--- config.mk ---
export PLATFORM = sky130hd
export DESIGN_NAME = flash_wr_seq
export DESIGN_NICKNAME = d
export VERILOG_FILES = /design/src/rtl/fws_pkg.sv /design/src/rtl/fws_step.sv /design/src/rtl/fws_bus_phy.sv /design/src/rtl/fws_poll.sv /design/src/rtl/flash_wr_seq.sv
export SDC_FILE = /design/constraint.sdc
export NUM_CORES = 1
export LEC_CHECK = 0
export ABC_CLOCK_PERIOD_IN_PS = 2200
export BUFFER_PORTS_ARGS = -buffer_cell sky130_fd_sc_hd__buf_2
export CORE_MARGIN = 2
export CORE_UTILIZATION = 55
export CTS_BUF_LIST = sky130_fd_sc_hd__clkbuf_4 sky130_fd_sc_hd__clkbuf_8 sky130_fd_sc_hd__clkbuf_16
export DETAILED_ROUTE_END_ITERATION = 10
export PLACE_DENSITY = 0.85
export SYNTH_ARGS = -nofsm -noshare
export SYNTH_HDL_FRONTEND = slang
export SYNTH_SLANG_ARGS = --single-unit
--- constraint.sdc ---
create_clock -name clk -period 2.2 [get_ports clk]
set_input_delay 0.11 -clock clk [delete_from_list [all_inputs] [get_ports clk]]
set_output_delay 0.11 -clock clk [all_outputs]
set_load 0.02 [all_outputs]
--- src/rtl/fws_pkg.sv ---
package fws_pkg;

  typedef enum logic [1:0] {
    OP_PROG = 2'd0,
    OP_SECT = 2'd1,
    OP_CHIP = 2'd2,
    OP_RSVD = 2'd3
  } fws_op_e;

  // unlock addresses and command bytes of the flash command protocol
  localparam logic [15:0] UNLK_ADDR_A = 16'h5555;
  localparam logic [15:0] UNLK_ADDR_B = 16'h2AAA;
  localparam logic [7:0]  CODE_AA     = 8'hAA;
  localparam logic [7:0]  CODE_55     = 8'h55;
  localparam logic [7:0]  CODE_PROG   = 8'hA0;
  localparam logic [7:0]  CODE_ERASE  = 8'h80;
  localparam logic [7:0]  CODE_CHIP   = 8'h10;
  localparam logic [7:0]  CODE_SECT   = 8'h30;

  localparam int unsigned PROG_WRITES  = 4;
  localparam int unsigned ERASE_WRITES = 6;
  localparam int unsigned STEP_W       = 3;

endpackage

--- src/rtl/fws_step.sv ---
module fws_step
  import fws_pkg::*;
#(
  parameter int AW = 19,
  parameter int DW = 8
) (
  input  fws_op_e             op,
  input  logic [STEP_W-1:0]   idx,
  input  logic [AW-1:0]       tgt_addr,
  input  logic [DW-1:0]       tgt_data,
  output logic [AW-1:0]       s_addr,
  output logic [DW-1:0]       s_data,
  output logic                s_last
);

  localparam logic [AW-1:0] ADR_A = AW'(UNLK_ADDR_A);
  localparam logic [AW-1:0] ADR_B = AW'(UNLK_ADDR_B);

  always_comb begin
    s_addr = ADR_A;
    s_data = DW'(CODE_AA);
    if (op == OP_PROG) begin
      s_last = (idx == STEP_W'(PROG_WRITES - 1));
      case (idx)
        3'd0:    begin s_addr = ADR_A;    s_data = DW'(CODE_AA);   end
        3'd1:    begin s_addr = ADR_B;    s_data = DW'(CODE_55);   end
        3'd2:    begin s_addr = ADR_A;    s_data = DW'(CODE_PROG); end
        default: begin s_addr = tgt_addr; s_data = tgt_data;       end
      endcase
    end else begin
      s_last = (idx == STEP_W'(ERASE_WRITES - 1));
      case (idx)
        3'd0:    begin s_addr = ADR_A; s_data = DW'(CODE_AA);    end
        3'd1:    begin s_addr = ADR_B; s_data = DW'(CODE_55);    end
        3'd2:    begin s_addr = ADR_A; s_data = DW'(CODE_ERASE); end
        3'd3:    begin s_addr = ADR_A; s_data = DW'(CODE_AA);    end
        3'd4:    begin s_addr = ADR_B; s_data = DW'(CODE_55);    end
        default: begin
          if (op == OP_CHIP) begin
            s_addr = ADR_A;
            s_data = DW'(CODE_CHIP);
          end else begin
            s_addr = tgt_addr;
            s_data = DW'(CODE_SECT);
          end
        end
      endcase
    end
  end

endmodule

--- src/rtl/fws_bus_phy.sv ---
module fws_bus_phy #(
  parameter int AW        = 19,
  parameter int DW        = 8,
  parameter int WE_LO_CYC = 4,
  parameter int WE_HI_CYC = 3,
  parameter int RD_CYC    = 2
) (
  input  logic          clk,
  input  logic          rst_n,
  input  logic          start,
  input  logic          is_wr,
  input  logic [AW-1:0] addr,
  input  logic [DW-1:0] wdata,
  output logic          idle,
  output logic          wr_ack,
  output logic          rd_ack,
  output logic          ce_n,
  output logic          we_n,
  output logic          oe_n,
  output logic [AW-1:0] bus_addr,
  output logic [DW-1:0] bus_dout,
  output logic          bus_doe
);

  localparam int MAX_AB = (WE_LO_CYC > WE_HI_CYC) ? WE_LO_CYC : WE_HI_CYC;
  localparam int MAXC   = (MAX_AB > RD_CYC) ? MAX_AB : RD_CYC;
  localparam int CW     = $clog2(MAXC) + 1;
  localparam logic [CW-1:0] LO_LAST = CW'(WE_LO_CYC - 1);
  localparam logic [CW-1:0] HI_LAST = CW'(WE_HI_CYC - 1);
  localparam logic [CW-1:0] RD_LAST = CW'(RD_CYC - 1);

  typedef enum logic [2:0] {PH_IDLE, PH_SET, PH_WLO, PH_WHI, PH_RLO} ph_e;

  ph_e           st, st_n;
  logic [CW-1:0] cnt, cnt_n;
  logic          ld_en;
  logic [AW-1:0] addr_q;
  logic [DW-1:0] data_q;
  logic          ce_n_q, we_n_q, oe_n_q, doe_q;

  always_comb begin
    st_n   = st;
    cnt_n  = cnt;
    ld_en  = 1'b0;
    wr_ack = 1'b0;
    rd_ack = 1'b0;
    case (st)
      PH_IDLE: if (start) begin
        ld_en = 1'b1;
        cnt_n = '0;
        st_n  = is_wr ? PH_SET : PH_RLO;
      end
      PH_SET: begin
        cnt_n = '0;
        st_n  = PH_WLO;
      end
      PH_WLO: if (cnt == LO_LAST) begin
        cnt_n = '0;
        st_n  = PH_WHI;
      end else cnt_n = cnt + 1'b1;
      PH_WHI: if (cnt == HI_LAST) begin
        wr_ack = 1'b1;
        st_n   = PH_IDLE;
      end else cnt_n = cnt + 1'b1;
      PH_RLO: if (cnt == RD_LAST) begin
        rd_ack = 1'b1;
        st_n   = PH_IDLE;
      end else cnt_n = cnt + 1'b1;
      default: st_n = PH_IDLE;
    endcase
  end

  always_ff @(posedge clk or negedge rst_n) begin
    if (!rst_n) begin
      st     <= PH_IDLE;
      cnt    <= '0;
      ce_n_q <= 1'b1;
      we_n_q <= 1'b1;
      oe_n_q <= 1'b1;
      doe_q  <= 1'b0;
    end else begin
      st     <= st_n;
      cnt    <= cnt_n;
      ce_n_q <= (st_n == PH_IDLE);
      we_n_q <= (st_n != PH_WLO);
      oe_n_q <= (st_n != PH_RLO);
      doe_q  <= (st_n == PH_SET) || (st_n == PH_WLO) || (st_n == PH_WHI);
    end
  end

  always_ff @(posedge clk or negedge rst_n) begin
    if (!rst_n) begin
      addr_q <= '0;
      data_q <= '0;
    end else if (ld_en) begin
      addr_q <= addr;
      data_q <= wdata;
    end
  end

  assign idle     = (st == PH_IDLE);
  assign ce_n     = ce_n_q;
  assign we_n     = we_n_q;
  assign oe_n     = oe_n_q;
  assign bus_addr = addr_q;
  assign bus_dout = data_q;
  assign bus_doe  = doe_q;

endmodule

--- src/rtl/fws_poll.sv ---
module fws_poll #(
  parameter int DW    = 8,
  parameter int TMO_W = 20
) (
  input  logic             clk,
  input  logic             rst_n,
  input  logic             clr,
  input  logic             rd_ack,
  input  logic [DW-1:0]    rd_byte,
  input  logic [TMO_W-1:0] lim,
  output logic             complete,
  output logic             expired
);

  localparam int          CONFIRM_READS = 2;
  localparam int          AGW           = $clog2(CONFIRM_READS + 2);
  localparam logic [AGW-1:0] AG_DONE    = AGW'(CONFIRM_READS);
  localparam int          TOG_BIT       = 6;

  logic             have_prev, have_prev_n;
  logic [DW-1:0]    prev, prev_n;
  logic [AGW-1:0]   agree, agree_n;
  logic [TMO_W-1:0] tcnt, tcnt_n;
  logic             match;

  // first agreement is on the toggle bit, confirmations need the whole byte
  always_comb begin
    if (agree == '0) match = have_prev && (rd_byte[TOG_BIT] == prev[TOG_BIT]);
    else             match = have_prev && (rd_byte == prev);
  end

  assign complete = rd_ack && match && (agree == AG_DONE);
  assign expired  = (tcnt >= lim);

  always_comb begin
    have_prev_n = have_prev;
    prev_n      = prev;
    agree_n     = agree;
    tcnt_n      = tcnt;
    if (clr) begin
      have_prev_n = 1'b0;
      agree_n     = '0;
      tcnt_n      = '0;
    end else begin
      if (tcnt != {TMO_W{1'b1}}) tcnt_n = tcnt + 1'b1;
      if (rd_ack) begin
        have_prev_n = 1'b1;
        prev_n      = rd_byte;
        agree_n     = match ? agree + 1'b1 : '0;
      end
    end
  end

  always_ff @(posedge clk or negedge rst_n) begin
    if (!rst_n) begin
      have_prev <= 1'b0;
      prev      <= '0;
      agree     <= '0;
      tcnt      <= '0;
    end else begin
      have_prev <= have_prev_n;
      prev      <= prev_n;
      agree     <= agree_n;
      tcnt      <= tcnt_n;
    end
  end

endmodule

--- src/rtl/flash_wr_seq.sv ---
module flash_wr_seq
  import fws_pkg::*;
#(
  parameter int AW        = 19,
  parameter int DW        = 8,
  parameter int WE_LO_CYC = 4,
  parameter int WE_HI_CYC = 3,
  parameter int RD_CYC    = 2,
  parameter int TMO_W     = 20
) (
  input  logic             clk,
  input  logic             rst_n,
  input  logic             req_valid,
  output logic             req_ready,
  input  logic [1:0]       req_op,
  input  logic [AW-1:0]    req_addr,
  input  logic [DW-1:0]    req_data,
  input  logic [TMO_W-1:0] tmo_limit,
  output logic             done,
  output logic             err,
  output logic             fl_ce_n,
  output logic             fl_we_n,
  output logic             fl_oe_n,
  output logic [AW-1:0]    fl_addr,
  output logic [DW-1:0]    fl_dq_out,
  output logic             fl_dq_oe,
  input  logic [DW-1:0]    fl_dq_in
);

  typedef enum logic [1:0] {T_IDLE, T_WRITE, T_POLL, T_DONE} top_e;

  top_e              st, st_n;
  fws_op_e           op_q;
  logic [AW-1:0]     addr_q;
  logic [DW-1:0]     data_q;
  logic [STEP_W-1:0] step_q, step_n;
  logic              err_q, err_n;
  logic              ld_en;

  logic [AW-1:0] s_addr, phy_addr;
  logic [DW-1:0] s_data;
  logic          s_last;
  logic          phy_idle, phy_start, wr_ack, rd_ack;
  logic          complete, expired, poll_clr;

  fws_step #(.AW(AW), .DW(DW)) u_step (
    .op       (op_q),
    .idx      (step_q),
    .tgt_addr (addr_q),
    .tgt_data (data_q),
    .s_addr   (s_addr),
    .s_data   (s_data),
    .s_last   (s_last)
  );

  assign phy_start = phy_idle && ((st == T_WRITE) || (st == T_POLL));
  assign phy_addr  = (st == T_WRITE) ? s_addr : addr_q;

  fws_bus_phy #(
    .AW(AW), .DW(DW), .WE_LO_CYC(WE_LO_CYC), .WE_HI_CYC(WE_HI_CYC), .RD_CYC(RD_CYC)
  ) u_phy (
    .clk      (clk),
    .rst_n    (rst_n),
    .start    (phy_start),
    .is_wr    (st == T_WRITE),
    .addr     (phy_addr),
    .wdata    (s_data),
    .idle     (phy_idle),
    .wr_ack   (wr_ack),
    .rd_ack   (rd_ack),
    .ce_n     (fl_ce_n),
    .we_n     (fl_we_n),
    .oe_n     (fl_oe_n),
    .bus_addr (fl_addr),
    .bus_dout (fl_dq_out),
    .bus_doe  (fl_dq_oe)
  );

  assign poll_clr = (st != T_POLL);

  fws_poll #(.DW(DW), .TMO_W(TMO_W)) u_poll (
    .clk      (clk),
    .rst_n    (rst_n),
    .clr      (poll_clr),
    .rd_ack   (rd_ack),
    .rd_byte  (fl_dq_in),
    .lim      (tmo_limit),
    .complete (complete),
    .expired  (expired)
  );

  always_comb begin
    st_n   = st;
    step_n = step_q;
    err_n  = err_q;
    ld_en  = 1'b0;
    case (st)
      T_IDLE: if (req_valid) begin
        ld_en  = 1'b1;
        step_n = '0;
        if (fws_op_e'(req_op) == OP_RSVD) begin
          err_n = 1'b1;
          st_n  = T_DONE;
        end else begin
          err_n = 1'b0;
          st_n  = T_WRITE;
        end
      end
      T_WRITE: if (wr_ack) begin
        if (s_last) st_n = T_POLL;
        else        step_n = step_q + 1'b1;
      end
      T_POLL: if (rd_ack) begin
        if (complete) begin
          err_n = 1'b0;
          st_n  = T_DONE;
        end else if (expired) begin
          err_n = 1'b1;
          st_n  = T_DONE;
        end
      end
      T_DONE:  st_n = T_IDLE;
      default: st_n = T_IDLE;
    endcase
  end

  always_ff @(posedge clk or negedge rst_n) begin
    if (!rst_n) begin
      st     <= T_IDLE;
      step_q <= '0;
      err_q  <= 1'b0;
    end else begin
      st     <= st_n;
      step_q <= step_n;
      err_q  <= err_n;
    end
  end

  always_ff @(posedge clk or negedge rst_n) begin
    if (!rst_n) begin
      op_q   <= OP_PROG;
      addr_q <= '0;
      data_q <= '0;
    end else if (ld_en) begin
      op_q   <= fws_op_e'(req_op);
      addr_q <= req_addr;
      data_q <= req_data;
    end
  end

  assign req_ready = (st == T_IDLE);
  assign done      = (st == T_DONE);
  assign err       = (st == T_DONE) && err_q;

endmodule

### Word-level counts from Yosys, hierarchy flattened

Index checks and enable logic that the tools add are counted.

| word-level totals | value |
|---|---|
| register bits | 103 |
| logic and storage cells | 144 |

| operators by class | value |
|---|---|
| eq/ne operators | 36 |
| bitwise gates (word level) | 1 |
| add/sub/neg operators | 4 |
| reduce and logical (&&, ||, !) cells | 29 |
| mux-type cells | 55 |
| $lt $le $gt $ge | 1 |

Operator list:

| cell | count |
|---|---|
| one-hot mux 19 bit (2 select lines) | 2 |
| 2-to-1 mux 19 bit | 3 |
| one-hot mux 8 bit (3 select lines) | 2 |
| 2-to-1 mux 20 bit | 2 |
| 2-to-1 mux 3 bit | 12 |
| one-hot mux 3 bit (5 select lines) | 2 |
| equality test 3 x 2 -> 1 bit, second input constant | 8 |
| adder 20 x 1 -> 20 bit, second input constant | 1 |
| greater-or-equal comparator 20 bit | 1 |
| 2-to-1 mux 2 bit | 10 |
| inequality test 20 bit, second input constant | 1 |
| 2-to-1 mux 1 bit | 17 |
| inequality test 2 bit, second input constant | 7 |
| equality test 3 x 1 -> 1 bit, second input constant | 4 |
| AND reduction 4 bit | 3 |
| equality test 2 bit, second input constant | 5 |
| equality test 3 bit, second input constant | 3 |
| zero test 3 bit | 3 |
| equality test 8 bit | 1 |
| 2-to-1 mux 8 bit | 1 |
| one-hot mux 2 bit (4 select lines) | 1 |
| nonzero test 2 bit | 4 |
| adder 3 x 1 -> 3 bit, second input constant | 2 |
| logical AND 1 bit | 6 |
| other kinds (17) | 25 |

### Longest topological paths before layout

Gate-level depths: netlist (run 1).

| logic depth | value |
|---|---|
| depth after elaboration | 8 |
| depth in mapped cells | 10 |

### By module

A second synthesis (run 1) with hierarchy kept.

| unflattened totals | value |
|---|---|
| cell total of the unflattened synthesis | 600 |
| area, all modules | 6,309.8 um^2 |

Modules (own cells, without submodules):

| module | area each (um^2) | cells each | times used |
|---|---|---|---|
| fws_poll | 2,215.9 | 245 | 1 |
| flash_wr_seq | 1,796.7 | 132 | 1 |
| fws_bus_phy | 1,600.3 | 111 | 1 |
| fws_step | 696.9 | 112 | 1 |

### Worst setup path before layout (run 1)

No wires, ideal clock.

| path | value |
|---|---|
| path kind | reg2reg |
| start | register u_poll.tcnt[0] |
| end | register st[1] |
| path slack | 186 ps |
| library setup time | 79 ps |
| data required time | 2,121 ps |
| arrival | 1,935 ps |
| stages on the path, launching flop included | 10 |
| clock period less this slack | 2,014 ps |
| cell sequence | dfrtp_1 -> inv_1 -> ha_1 -> nand2b_1 -> a211oi_1 -> nor3_1 -> o41ai_2 -> a21oi_1 -> o2111ai_2 -> mux2i_1 |

| on the way | value |
|---|---|
| cells in the longest elaborated chain, start to end | 3 |

Ends and longest elaborated chain:

| what | line | source |
|---|---|---|
| from (decl) | fws_poll.sv:23 | `logic [TMO_W-1:0] tcnt, tcnt_n;` |
| from (signal assigned) | fws_poll.sv:64 | `tcnt <= tcnt_n;` |
| greater-or-equal comparator 20 bit | fws_poll.sv:33 | `assign expired = (tcnt >= lim);` |
| inequality test 3 bit (no source line) | - |  |
| AND reduction 5 bit (no source line) | - |  |
| to (signal assigned) | flash_wr_seq.sv:133 | `st <= st_n;` |
| to (decl) | flash_wr_seq.sv:32 | `top_e st, st_n;` |

Every way passes these cells.
A chain may end at the register's enable or synchronous reset.

### Final worst setup path (run 1)

Ends and elaborated chain as after synthesis.

==> results of run 1 <==
[final cells by class]
cell class | instances | area [sq um]
clock buffer | 10 | 131
multi-input combinational | 389 | 2720
sequential | 103 | 2580
timing repair buffer | 151 | 1020
clock inverter | 6 | 51.3
inverter | 41 | 154
fill | 711 | 2910
tap | 133 | 166
[placed cells by master, fill, tap and decap left out, types with 4 or more instances in the layout]
master | netlist | layout
dfrtp_1 | 100 | 100
buf_2 | 7 | 92
nor2_1 | 55 | 55
nand2_1 | 53 | 53
inv_1 | 41 | 40
mux2_2 | 40 | 40
dlygate4sd3_1 | 0 | 37
ha_1 | 37 | 36
a21oi_1 | 36 | 35
o21ai_0 | 29 | 29
buf_4 | 1 | 20
nand3_1 | 17 | 17
xor2_1 | 12 | 12
clkbuf_8 | 0 | 9
nand2b_1 | 9 | 8
xnor2_1 | 8 | 8
a221oi_1 | 8 | 8
nor3b_1 | 8 | 8
a211o_1 | 8 | 8
nor3_1 | 8 | 6
and3_1 | 6 | 6
nand4_1 | 6 | 6
a31oi_1 | 4 | 4
[state kept, by name, summed over array words and instances (netlist names), 3 cells and up]
signal	count
addr_q	19
data_q	8
step_q	3
u_phy.bus_addr	19
u_phy.bus_dout	8
u_phy.cnt	3
u_phy.st	3
u_poll.prev	8
u_poll.tcnt	20
[worst max path at each step]
stage / endpoint / cells past startpoint
5_1_grt: st[1] / 9
4_1_cts: st[1] / 9
6_report: st[1] / 9
3_3_place_gp: st[1] / 9
3_5_place_dp: st[1] / 9
2_1_floorplan: st[1] / 9
[per-stage QoR]
stage                     instances  worst slack [ns]
final                           833            0.0406
after global routing            833           -0.0521
after CTS                       830            0.0322
after detailed placement        777           -0.0181
after global placement          777            0.0483
after floorplan                 551             0.186
[logic make-up after synthesis]
| group | synth area share [%] |
|---|---|
| buffers and inverters | 4.26 |
| muxes | 8.57 |
| and+or+nand+nor | 15.8 |
| AOI/OAI and AO/OA | 12.8 |
| DFF | 47.0 |
| xor gates and xnor gates | 3.19 |
| adders and majority gates | 8.43 |
[routing by layer]
| layer | GRT usage, % | vias up |
|---|---|---|
| li1 | - | 2208 |
| met1 | 31.8 | 2218 |
| met2 | 41.0 | 168 |
| met3 | 3.82 | 26 |
| met4 | 12.3 | 0 |
| met5 | 0 | - |
[where the power goes]
part	switching, mW	internal (mW)	total (mW)
Sequential	0.490	2.66	3.15
Clock	0.696	0.440	1.14
Combinational	2.36	1.78	4.13
Total	3.54	4.87	8.42
[repair_timing]
item / CTS / global route
endpoints found under the hold margin: 63 / 0
pin swaps: 1 / 6
buffers inserted: 0 / 3
hold buffers: 37 / 0
resized for setup: 0 / 7
endpoints found under the setup margin: 1 / 6
==> reports/metrics.yaml, run 1 <==
timing:
  skew_ns: 0.0116
  slew_violations: 0
  fin_crit_sh_pct: 98.2
  fmax_ghz: 0.463
  setup_viol: 0
  hold_viol: 0
  rsz0062_at_grt: "true"
  fin_setup_tns_ns: 0
  slew_headroom_pct: 63.9
  worst_pin_slew_ns: 0.540
  timing.hold.ws_ns: 0.0156
  period_minus_slack_ns: 2.16
hold_path:
  min_from: "fl_dq_in[7]"
  worstHoldPathCells: 2
  hp-class: "input port to register"
  min_to: "u_poll.prev[7]"
setup_path:
  cp_num_buf_inv: 1
  reg2reg_to: "st[1]"
  critPathLaunch: "u_poll.tcnt[0]"
  required_ns: 2.51
  reg2reg_slack_ns: 0.04
  crit_family: "compound AO/OA/AOI/OAI gates"
  cpMaxStageDelayCell: "o41ai_2"
  start_kind: "register"
  critPathMaxFanout: 3
  ff2ff_path_depth: 9
  max_stage_delay_ns: 0.45
  worstSetupEndpointType: "register"
  crit_arrival_ns: 2.47
  path_cells: "inv_2 > ha_4 > nand2b_4 > a211oi_2 > nor3_2 > o41ai_2 > a21oi_2 > o2111ai_2 > mux2i_1"
  r2r-start: "u_poll.tcnt[0]"
  crit_type: "register to register"
synthesis:
  synthesis.area_sq_um: 5490
  synth-seq-area-share_pct: 47.0
  syn-num-nets: 648
  ys.flop_type: "dfrtp_1"
  synthTopCellsByArea: "dfrtp_1 46%, ha_1 8.4%, mux2_2 8.2%, nor2_1 3.8%, nand2_1 3.6%"
  synth_most_common_cell: "dfrtp_1"
  synth-warning-count: 0
  ys_types: 54
  synth_cells: 551
  postSynthAreaPerCell_sq_um: 9.97
  yosys.area.top_type: "dfrtp_1"
  synth_top_area_share_pct: 45.6
  ys_top_cells_by_count: "100 x dfrtp_1, 55 x nor2_1, 53 x nand2_1, 41 x inv_1, 40 x mux2_2"
  synthArstFlopShare_pct: 100
  synth-edff-count: 0
  synth-seq-cells: 103
global_route:
  grt_pass1_vias: 4671
  antenna_found_initial: 0
  overflow: 0
  grt_pass1_wl_microns: 21700
  grt_max_degree: 50
  grt.total_usage_pct: 24.8
detailed_routing:
  m1WireLength_microns: 5360
  met2_length_microns: 6460
  drc: 0
  drt_iter0_drc: 276
  via_per_inst: 5.55
  ant_nets: 0
  routed_wirelength_microns: 12800
  dr.pass1.iters: 5
  wl_met3_microns: 642
  wl_per_cell_microns: 15.4
  vias: 4620
  top_layer: "met4"
power_and_ir_drop:
  p_per_area_nw_per_um2: 1230
  p_leak_nw: 3.32
  peakVddDrop_mv: 0.789
  total_power_mw: 8.42
place:
  post_dp_cell_area_sq_um: 6210
  place.gp.congestion: 0.867
  io_buffer_count: 93
  dp_hpwl_microns: 8880
finish:
  fin_util_pct: 70.1
  antenna_cells: 0
  nNetsFinal: 792
  fin_area_sq_um: 6820
  syn_to_final_growth_pct: 24.2
  drive_above_1_share_pct: 27.6
floorplanning:
  io_pins: 94
  die_y_microns: 104
  die_w_microns: 104
  coreArea_sq_um: 9730
  die_area_sq_um: 10800
  initial_core_util_pct: 56.4
  num_rows: 36
clock_tree:
  cts_root_buffer: "clkbuf_8"
  cts.sink_count: 103
  ctsHtreeMaxLevel: 3
  cts_tree: "done"
  cts_buffer_depth: 2
  cts_buffers: 9
  clk_latency_ns: 0.38
  clkSlewWorstSetupHoldPaths_ns: 0.10
flow_run:
  max_cap_violations: 0
outcome:
  outcome: "finished clean"
Power figures use the tool's default switching activity.
==> run 2: changes to the inputs <==
- REMOVE_ABC_BUFFERS: not set -> 1
==> run 2 against run 1 <==
  * Worst setup slack improved by 0.080 ns
  * Utilization is 0.87 points lower
  * Wire length fell by 2.8%
  * Global-route usage is 1.1 points lower
  * Combinational power shrank 2%
  * Cell count decreased by 1.3%
  * Critical endpoint unchanged
  * Largest power group unchanged
==> reports/metrics.yaml, run 2 (synthesized netlist as in run 1, its figures left out) <==
outcome:
  outcome: "finished clean"
timing:
  fin_setup_tns_ns: 0
  setup_viol: 0
  fmax_ghz: 0.481
  slew_violations: 0
  hold_viol: 0
  fin_crit_sh_pct: 94.5
  worst_pin_slew_ns: 0.504
  period_minus_slack_ns: 2.08
  layout_setup_ws_ns: 0.121
  skew_ns: 0.0181
  slew_headroom_pct: 66.4
clock_tree:
  cts_tree: "done"
  cts.sink_count: 103
  cts_root_buffer: "clkbuf_8"
  cts_buffers: 9
  ctsHtreeMaxLevel: 3
  clkSlewWorstSetupHoldPaths_ns: 0.10
  cts_buffer_depth: 2
  clk_latency_ns: 0.36
detailed_routing:
  wl_per_cell_microns: 15.1
  routed_wirelength_microns: 12400
  ant_nets: 0
  dr.pass1.iters: 5
  drt_iter0_drc: 180
  drc: 0
  vias: 4518
  via_per_inst: 5.50
floorplanning:
  initial_core_util_pct: 56.4
  die_w_microns: 104
  num_rows: 36
  die_y_microns: 104
  io_pins: 94
  coreArea_sq_um: 9730
  die_area_sq_um: 10800
setup_path:
  crit_type: "register to register"
  required_ns: 2.47
  critPathLaunch: "u_poll.tcnt[0]"
  r2r-start: "u_poll.tcnt[0]"
  crit_arrival_ns: 2.35
  start_kind: "register"
  critPathMaxFanout: 2
  worstSetupEndpointType: "register"
global_route:
  grt_pass1_vias: 4570
  grt_max_degree: 66
  grt.total_usage_pct: 23.7
  grt_pass1_wl_microns: 21100
  antenna_found_initial: 0
  overflow: 0
place:
  pre_cts_ws_ns: 0.0209
  io_buffer_count: 93
  dp_hpwl_microns: 8640
  place.gp.congestion: 0.860
  post_dp_cell_area_sq_um: 6200
finish:
  fill_cells: 726
  layout_commonest_cell: "dfrtp_1"
  final_cell_mix: "100 x dfrtp_1, 92 x buf_2, 55 x nor2_1"
  top_register: "u_poll.tcnt"
  syn_to_final_growth_pct: 22.7
  fin_area_sq_um: 6740
  fin_util_pct: 69.3
  drive_above_1_share_pct: 26.9
  largest_reg_flops: 20
  antenna_cells: 0
  nNetsFinal: 782
flow_run:
  max_cap_violations: 0
hold_path:
  hp-class: "input port to register"
  min_from: "fl_dq_in[7]"
power_and_ir_drop:
  peakVddDrop_mv: 0.686
  total_power_mw: 8.42
  p_leak_nw: 3.28
  p_per_area_nw_per_um2: 1250
==> run 2: changes by cell type in the layout (fill, tap and decap cells not counted), sizes merged <==
cell / before / now
dlygate4sd3: 37 / 31
bufinv: 0 / 1
buf: 114 / 110
clkinv: 0 / 1
clkbuf: 10 / 9
clkinvlp: 3 / 1
==> run 2: final timing paths <==
| path | slack (ns) | cells after the start | end |
|---|---|---|---|
| min in group asynchronous | 0.09 | 2 | addr_q[5] |
| setup reg to reg | 0.12 | 9 | st[1] |
| setup / recovery | 0.12 | 9 | st[1] |
| hold / removal | 0.01 | 2 | u_poll.prev[7] |
| hold reg to reg | 0.47 | 2 | u_phy.bus_addr[15] |
| max in group asynchronous | 1.46 | 3 | err_q |
==> run 2: final cells by class <==
type	instances	area, sq um	area share [%]
Clock buffer	9	124	1.84
Clock inverter	6	75.1	1.11
Inverter	41	154	2.28
Multi-Input combinational cell	389	2710	40.2
Sequential cell	103	2580	38.3
Tap cell	133	166	2.47
Timing Repair Buffer	141	931	13.8
==> run 2: routing by layer <==
metal / track usage (%) / vias up / share of wire, %
met5: 0 / - / 0
met4: 7.92 / 0 / 1.6
met3: 2.88 / 17 / 3.7
met2: 41.9 / 106 / 52
met1: 30.3 / 2212 / 43
li1: - / 2183 / -
==> run 2: metrics by stage <==
stage | std cells | hold slack, ns
finish | 822 | 0.0102
global route | 822 | 0.00259
CTS | 821 | 0.000606
detailed placement | 775 | -0.0736
global placement | 775 | -0.0754
floorplan | 533 | -0.186
==> run 2: where the power goes <==
| part | switching [mW] | internal (mW) | leakage, nW |
|---|---|---|---|
| logic | 2.34 | 1.71 | 1.89 |
| clock network | 0.682 | 0.539 | 0.0982 |
| registers | 0.490 | 2.66 | 1.29 |
==> run 2: critical path, cell delays in order (launching register included) <==
cell	delay, ns
dfrtp_1	0.39
inv_1	0.09
ha_1	0.23
nand2b_1	0.15
a211oi_2	0.21
nor3_1	0.08
o41ai_2	0.33
a21oi_2	0.12
o2111ai_2	0.21
mux2i_1	0.21
==> run 2: what timing repair did <==
item,CTS,global route
resized for setup,0,4
hold buffers,31,0
endpoints found under the setup margin,0,13
endpoints found under the hold margin,130,0
setup buffers,0,1
